<file path="src/rtl/hsx_pkg.sv">
package hsx_pkg;

  // Port-B bit positions used by the handshake (active low lines)
  localparam int ACK_BIT = 4;
  localparam int TIP_BIT = 5;

  typedef struct packed {
    logic ack_n;
    logic tip_n;
  } hs_pair_t;

  // What a given cycle does to the transfer state
  typedef enum logic [2:0] {
    ACT_NONE,
    ACT_STORE,   // host-to-device byte captured
    ACT_LOAD,    // device-to-host byte offered
    ACT_SYNC,    // idle acknowledge toggle, request follows it
    ACT_FINISH,  // in-progress released
    ACT_IDLE,    // idle write without sync
    ACT_COMMIT   // new inbound packet
  } hs_act_e;

endpackage

</file>
<file path="src/rtl/hsx_buf.sv">
module hsx_buf #(
  parameter int DEPTH = 16,
  parameter int W     = 8,
  localparam int AW   = $clog2(DEPTH)
) (
  input  logic          clk,
  input  logic          we,
  input  logic [AW-1:0] waddr,
  input  logic [W-1:0]  wdata,
  input  logic          re,
  input  logic [AW-1:0] raddr,
  output logic [W-1:0]  rdata
);

  logic [W-1:0] mem [DEPTH];

  // Simple dual-port RAM with registered read: maps onto block RAM
  always_ff @(posedge clk) begin
    if (we) mem[waddr] <= wdata;
    if (re) rdata <= mem[raddr];
  end

endmodule

</file>
<file path="src/rtl/hsx_delay.sv">
module hsx_delay #(
  parameter int CYC = 1000,
  localparam int CW = $clog2(CYC + 1)
) (
  input  logic clk,
  input  logic rst,
  input  logic start,
  output logic pulse
);

  logic [CW-1:0] cnt_q;

  // Loaded on start, counts down; pulse when the last count expires.
  // A start in the expiring cycle restarts the wait and suppresses the pulse.
  always_ff @(posedge clk) begin
    if (rst) begin
      cnt_q <= '0;
      pulse <= 1'b0;
    end else begin
      pulse <= (cnt_q == CW'(1)) && !start;
      if (start)
        cnt_q <= CW'(CYC);
      else if (cnt_q != '0)
        cnt_q <= cnt_q - CW'(1);
    end
  end

endmodule

</file>
<file path="src/rtl/hsx_ctrl.sv">
module hsx_ctrl
  import hsx_pkg::*;
#(
  parameter int DEPTH = 16,
  localparam int AW   = $clog2(DEPTH),
  localparam int IW   = $clog2(DEPTH + 1)
) (
  input  logic          clk,
  input  logic          rst,
  input  logic          portb_wr,
  input  logic          ack_n,
  input  logic          tip_n,
  input  logic          dir_send,
  input  logic          pkt_commit,
  input  logic [IW-1:0] pkt_len,
  output logic          out_we,
  output logic [AW-1:0] out_waddr,
  output logic          in_re,
  output logic [AW-1:0] in_raddr,
  output logic          sched,
  output logic          treq_n,
  output logic          sr_load_valid,
  output logic          pkt_out_valid,
  output logic [IW-1:0] pkt_out_len
);

  hs_pair_t      last_q;
  logic [IW-1:0] out_idx_q;
  logic [IW-1:0] in_idx_q;
  logic [IW-1:0] in_size_q;
  hs_act_e       act;
  logic          pair_moved;
  logic          unread;
  logic [IW-1:0] in_idx_inc;
  logic [IW-1:0] len_capped;

  assign pair_moved = (ack_n != last_q.ack_n) || (tip_n != last_q.tip_n);
  assign unread     = in_idx_q < in_size_q;
  assign in_idx_inc = in_idx_q + IW'(1);
  assign len_capped = (pkt_len > IW'(DEPTH)) ? IW'(DEPTH) : pkt_len;

  // Classify the cycle; a port-B write wins over a commit
  always_comb begin
    act = ACT_NONE;
    if (portb_wr) begin
      if (!tip_n) begin
        if (dir_send) begin
          if (pair_moved && (out_idx_q < IW'(DEPTH))) act = ACT_STORE;
        end else begin
          if (pair_moved && unread) act = ACT_LOAD;
        end
      end else if (last_q.tip_n && (ack_n != last_q.ack_n)) begin
        act = ACT_SYNC;
      end else if (!last_q.tip_n) begin
        act = ACT_FINISH;
      end else begin
        act = ACT_IDLE;
      end
    end else if (pkt_commit) begin
      act = ACT_COMMIT;
    end
  end

  assign sched     = act inside {ACT_STORE, ACT_LOAD, ACT_SYNC, ACT_FINISH, ACT_COMMIT};
  assign out_we    = (act == ACT_STORE);
  assign out_waddr = out_idx_q[AW-1:0];
  assign in_re     = (act == ACT_LOAD);
  assign in_raddr  = in_idx_q[AW-1:0];

  always_ff @(posedge clk) begin
    if (rst) begin
      last_q        <= '{ack_n: 1'b1, tip_n: 1'b1};
      out_idx_q     <= '0;
      in_idx_q      <= '0;
      in_size_q     <= '0;
      treq_n        <= 1'b1;
      sr_load_valid <= 1'b0;
      pkt_out_valid <= 1'b0;
      pkt_out_len   <= '0;
    end else begin
      sr_load_valid <= 1'b0;
      pkt_out_valid <= 1'b0;
      if (portb_wr) last_q <= '{ack_n: ack_n, tip_n: tip_n};
      case (act)
        ACT_STORE: out_idx_q <= out_idx_q + IW'(1);
        ACT_LOAD: begin
          in_idx_q      <= in_idx_inc;
          sr_load_valid <= 1'b1;
          if (in_idx_inc >= in_size_q) treq_n <= 1'b1;
        end
        ACT_SYNC: treq_n <= ack_n;
        ACT_FINISH: begin
          if (out_idx_q != '0) begin
            pkt_out_valid <= 1'b1;
            pkt_out_len   <= out_idx_q;
            out_idx_q     <= '0;
          end
          if (unread) treq_n <= 1'b0;
        end
        ACT_IDLE: if (unread) treq_n <= 1'b0;
        ACT_COMMIT: begin
          in_size_q <= len_capped;
          in_idx_q  <= '0;
          if (last_q.tip_n && (len_capped != '0)) treq_n <= 1'b0;
        end
        default: ;
      endcase
    end
  end

endmodule

</file>
<file path="src/rtl/hs_xfer_ctrl.sv">
module hs_xfer_ctrl
  import hsx_pkg::*;
#(
  parameter int DEPTH    = 16,
  parameter int DW       = 8,
  parameter int CLK_HZ   = 50_000_000,
  parameter int DELAY_US = 20
) (
  input  logic                       clk,
  input  logic                       rst,
  input  logic                       portb_wr,
  input  logic [7:0]                 portb_wdata,
  input  logic                       dir_send,
  input  logic [DW-1:0]              sr_wdata,
  output logic                       treq_n,
  output logic                       sr_load_valid,
  output logic [DW-1:0]              sr_load_data,
  output logic                       sr_irq,
  input  logic                       pkt_wr_en,
  input  logic [$clog2(DEPTH)-1:0]   pkt_wr_addr,
  input  logic [DW-1:0]              pkt_wr_data,
  input  logic                       pkt_commit,
  input  logic [$clog2(DEPTH+1)-1:0] pkt_len,
  output logic                       pkt_out_valid,
  output logic [$clog2(DEPTH+1)-1:0] pkt_out_len,
  input  logic [$clog2(DEPTH)-1:0]   pkt_out_raddr,
  output logic [DW-1:0]              pkt_out_rdata
);

  localparam int AW        = $clog2(DEPTH);
  localparam int DELAY_CYC = (CLK_HZ / 1_000_000) * DELAY_US;

  logic          out_we;
  logic [AW-1:0] out_waddr;
  logic          in_re;
  logic [AW-1:0] in_raddr;
  logic          sched;
  logic          unused_bits;

  assign unused_bits = ^{portb_wdata[7:6], portb_wdata[3:0]};

  hsx_ctrl #(.DEPTH(DEPTH)) u_ctrl (
    .clk          (clk),
    .rst          (rst),
    .portb_wr     (portb_wr),
    .ack_n        (portb_wdata[ACK_BIT]),
    .tip_n        (portb_wdata[TIP_BIT]),
    .dir_send     (dir_send),
    .pkt_commit   (pkt_commit),
    .pkt_len      (pkt_len),
    .out_we       (out_we),
    .out_waddr    (out_waddr),
    .in_re        (in_re),
    .in_raddr     (in_raddr),
    .sched        (sched),
    .treq_n       (treq_n),
    .sr_load_valid(sr_load_valid),
    .pkt_out_valid(pkt_out_valid),
    .pkt_out_len  (pkt_out_len)
  );

  hsx_buf #(.DEPTH(DEPTH), .W(DW)) u_inbuf (
    .clk  (clk),
    .we   (pkt_wr_en),
    .waddr(pkt_wr_addr),
    .wdata(pkt_wr_data),
    .re   (in_re),
    .raddr(in_raddr),
    .rdata(sr_load_data)
  );

  hsx_buf #(.DEPTH(DEPTH), .W(DW)) u_outbuf (
    .clk  (clk),
    .we   (out_we),
    .waddr(out_waddr),
    .wdata(sr_wdata),
    .re   (1'b1),
    .raddr(pkt_out_raddr),
    .rdata(pkt_out_rdata)
  );

  hsx_delay #(.CYC(DELAY_CYC)) u_delay (
    .clk  (clk),
    .rst  (rst),
    .start(sched),
    .pulse(sr_irq)
  );

endmodule

</file>
<file path="config.mk">
export PLATFORM = sky130hd
export DESIGN_NAME = hs_xfer_ctrl
export DESIGN_NICKNAME = d
export VERILOG_FILES = /design/src/rtl/hsx_pkg.sv /design/src/rtl/hsx_buf.sv /design/src/rtl/hsx_delay.sv /design/src/rtl/hsx_ctrl.sv /design/src/rtl/hs_xfer_ctrl.sv
export SDC_FILE = /design/constraint.sdc
export NUM_CORES = 1
export LEC_CHECK = 0
export CAP_MARGIN = 10
export CORE_UTILIZATION = 53
export CTS_BUF_LIST = sky130_fd_sc_hd__clkbuf_2
export DETAILED_ROUTE_END_ITERATION = 8
export MAX_ROUTING_LAYER = met4
export PLACE_DENSITY = 0.81
export RECOVER_POWER = 50
export SLEW_MARGIN = 20
export SYNTH_ARGS = -nofsm -noshare
export SYNTH_HDL_FRONTEND = slang
export SYNTH_SLANG_ARGS = --single-unit
</file>
<file path="constraint.sdc">
create_clock -name clk -period 2.22 [get_ports clk]
set_clock_uncertainty 0.15 [all_clocks]
set_input_delay 0.444 -clock clk [delete_from_list [all_inputs] [get_ports clk]]
set_output_delay 0.444 -clock clk [all_outputs]
set_load 0.01 [all_outputs]
</file>
==> results.json <==
{
  "area_delta_synth_final_pct": 17.7,
  "critPathMaxStageDelay_ps": 550,
  "switchingPower_uw": 2590,
  "status": "completed",
  "worst_pin_slew_ps": 702,
  "crit_top_cell": "mux4_2",
  "synth_top_area_share": 0.651,
  "drt_iter0_drc": 536,
  "wl_per_cell_um": 21.1,
  "arrival_ps": 2530,
  "swShare": 0.239,
  "fmax_ghz": 0.458,
  "synth-seq-area-share": 0.723,
  "core_area_um2": 22600,
  "cts_made_buffers": 75,
  "period_minus_slack_ps": 2180,
  "initial_core_util": 0.540,
  "crit_type": "reg -> reg",
  "final-hold-violation-count": 0,
  "die_y_um": 154,
  "ys_types": 52,
  "cts_num_sinks": 308,
  "synth_edf_count": 264,
  "netlist_instances": 642,
  "htreeDepth": 3,
  "finalMaxSlewViolations": 0,
  "finish.net_count": 883,
  "synth_nets": 703,
  "combPwrFrac": 0.064,
  "drc": 0,
  "postRouteAntennaNets": 0,
  "overflow": 0,
  "grt_pass1_wl_um": 38100,
  "fp.dieW_um": 154,
  "setup_viol_count_final": 0,
  "synth_area_um2": 12200,
  "antenna_found_initial": 1,
  "rows": 55,
  "io_pins": 68,
  "track_usage": 0.224,
  "slowest_stage": "mux4_2",
  "path_delay_family": "multiplexers",
  "intPower_uw": 8250,
  "setup-tns-final_ps": 0,
  "power_frac_clock": 0.343,
  "async_reset_ff_frac": 0,
  "vias_per_cell": 5.78,
  "cp-start-kind": "flip-flop",
  "insertion_delay_ps": 860,
  "cp-end-kind": "flip-flop",
  "yosysMostFrequentCell": "edfxtp_1",
  "synth_area_leaders": "edfxtp_1 (65%), mux4_2 (15%), dfxtp_1 (7.2%)",
  "dieArea_um2": 23600,
  "firstDrtPassIters": 5,
  "rsz0062_at_grt": "false",
  "critPathRequiredTime_ps": 2570,
  "synth_top_area_cell": "edfxtp_1",
  "worstPathMaxFanout": 19,
  "max-clock-path-buffers": 3,
  "gp_congestion": 0.888,
  "synth-main-ff-cell": "edfxtp_1",
  "yosys-top-cells-count": "edfxtp_1 (264), mux4_2 (80), nor2_1 (45)",
  "fin_crit_sh": 0.983,
  "yosys_warnings": 0,
  "root_buffer": "clkbuf_2",
  "crit_chain": "buf_12 > mux4_2 > mux4_2",
  "p_leak_uw": 0.00493,
  "totalWireLength_um": 24600,
  "hold_class": "in -> reg",
  "dr_total_vias": 6740,
  "port_buffers": 61,
  "grt_pass1_vias": 7071,
  "cts-hold-fix-buffers": 0,
  "clk_pin_slew_worst_paths_ps": 110,
  "fin_hold_ws_ps": 234,
  "ys_seq_elements": 308,
  "grt_max_degree": 33,
  "cts_tree": "built",
  "crit_buf_inv": 1,
  "syn_avg_cell_area_um2": 19.0,
  "maxCapViolations": 0,
  "dp_hpwl_um": 16100,
  "powerDensity_nw_per_um2": 757,
  "drive_gt1_frac": 0.321,
  "seq_power_share": 0.593,
  "ir_drop_uv": 492,
  "slew-limit-headroom": 0.530
}
-- logic make-up after synthesis --
group | synth area share
XOR/XNOR | 0.00709
adder cells (fa/ha/maj) | 0.0185
flip-flops | 0.723
multiplexers | 0.155
AO/OA/AOI/OAI | 0.0279
buffers and inverters | 0.0158
AND/OR/NAND/NOR | 0.0527
-- routing by layer --
| metal | global-route usage | vias up | wire (um) |
|---|---|---|---|
| li1 | - | 3023 | - |
| met1 | 0.255 | 3376 | 9460 |
| met2 | 0.381 | 287 | 13000 |
| met3 | 0.0527 | 54 | 1440 |
| met4 | 0.0914 | 0 | 663 |
| met5 | - | - | 0 |
-- power by group through the flow --
stage / combinational [uW] / clock, uW / sequential (uW)
2_1_floorplan: 358 / 0 / 6550
3_3_place_gp: 667 / 0 / 6550
3_5_place_dp: 706 / 0 / 6560
4_1_cts: 695 / 3830 / 6430
5_1_grt: 745 / 4130 / 6430
6_report: 693 / 3720 / 6420
-- worst reg2reg max path, stage by stage (launching register included) --
cell and delay (ps):
dfxtp_4 410, buf_12 200, mux4_2 560, mux4_2 550
-- final timing paths --
| check | from | to | slack (ps) | cells past startpoint |
|---|---|---|---|---|
| hold reg to reg | u_ctrl.pkt_out_len[4]$_SDFFE_PP0P_ | u_ctrl.pkt_out_len[4]$_SDFFE_PP0P_ | 350 | 2 |
| setup reg to reg | u_ctrl.in_idx_q[0]$_SDFFE_PP0P_ | u_inbuf.rdata[0]$_DFFE_PP_ | 40 | 3 |
| hold / removal | portb_wdata[4] | u_ctrl.last_q[1]$_SDFFE_PP1P_ | 230 | 4 |
| setup / recovery | u_ctrl.in_idx_q[0]$_SDFFE_PP0P_ | u_inbuf.rdata[0]$_DFFE_PP_ | 40 | 3 |
-- area by class of cell --
type,instances,area (um2)
Antenna cell,1,2.50
Clock buffer,108,541
Clock inverter,28,175
Fill cell,1564,8240
Inverter,15,56.3
Multi-Input combinational cell,289,3210
Sequential cell,308,8820
Tap cell,285,357
Timing Repair Buffer,133,1170
-- through the flow --
stage | total power, uW | setup WS (ps) | utilization | instance area (um2) | std cells
2_1_floorplan | 6910 | -92.1 | - | 12200 | 642
3_3_place_gp | 7220 | -274 | 0.604 | 13600 | 1028
3_5_place_dp | 7260 | -285 | 0.604 | 13600 | 1028
4_1_cts | 10900 | 23.7 | 0.635 | 14300 | 1164
5_1_grt | 11300 | 10.1 | 0.635 | 14300 | 1167
6_report | 10800 | 37.9 | 0.635 | 14300 | 1167
-- cell usage in the layout (no fill, tap or decap), drive strengths merged, types with 2 or more instances in the layout --
cell type	netlist	routed
bufinv	0	2
nand3	16	16
nand2	11	11
clkbuf	14	116
xnor2	3	3
ha	18	18
dlygate4sd3	0	17
o21ai	2	2
edfxtp	264	264
a21oi	21	21
o21a	3	3
o2111a	2	2
o31ai	3	3
nor3b	4	4
a31oi	5	5
nor2b	3	3
clkdlybuf4s50	0	18
clkinv	0	25
inv	15	15
or4	2	2
nor3	19	19
dfxtp	44	44
nand4	6	6
buf	16	66
mux4	80	80
nand3b	2	2
xor2	6	6
dlygate4sd2	0	23
mux2i	7	7
nand2b	6	6
nor4	2	2
or3	3	3
o211ai	3	3
nor2	45	45
nand4b	2	2
-- state kept, by name, indices dropped and copies added (netlist names) --
signal and flops:
u_ctrl.pkt_out_valid 1, u_ctrl.last_q 2, u_ctrl.sr_load_valid 1, u_ctrl.pkt_out_len 5
u_inbuf.mem 128, u_delay.cnt_q 10, u_ctrl.treq_n 1, u_ctrl.in_size_q 5
u_inbuf.rdata 8, u_ctrl.in_idx_q 5, u_outbuf.rdata 8, u_ctrl.out_idx_q 5
u_delay.pulse 1, u_outbuf.mem 128
-- repair_timing --
| action | in CTS | in global routing |
|---|---|---|
| resized for setup | 27 | 8 |
| buffers inserted | 0 | 2 |
| pin swaps | 0 | 1 |
| endpoints found under the hold margin | 0 | 0 |
| setup endpoints to repair | 25 | 9 |
Note: power is estimated with default switching activity, not from simulation.
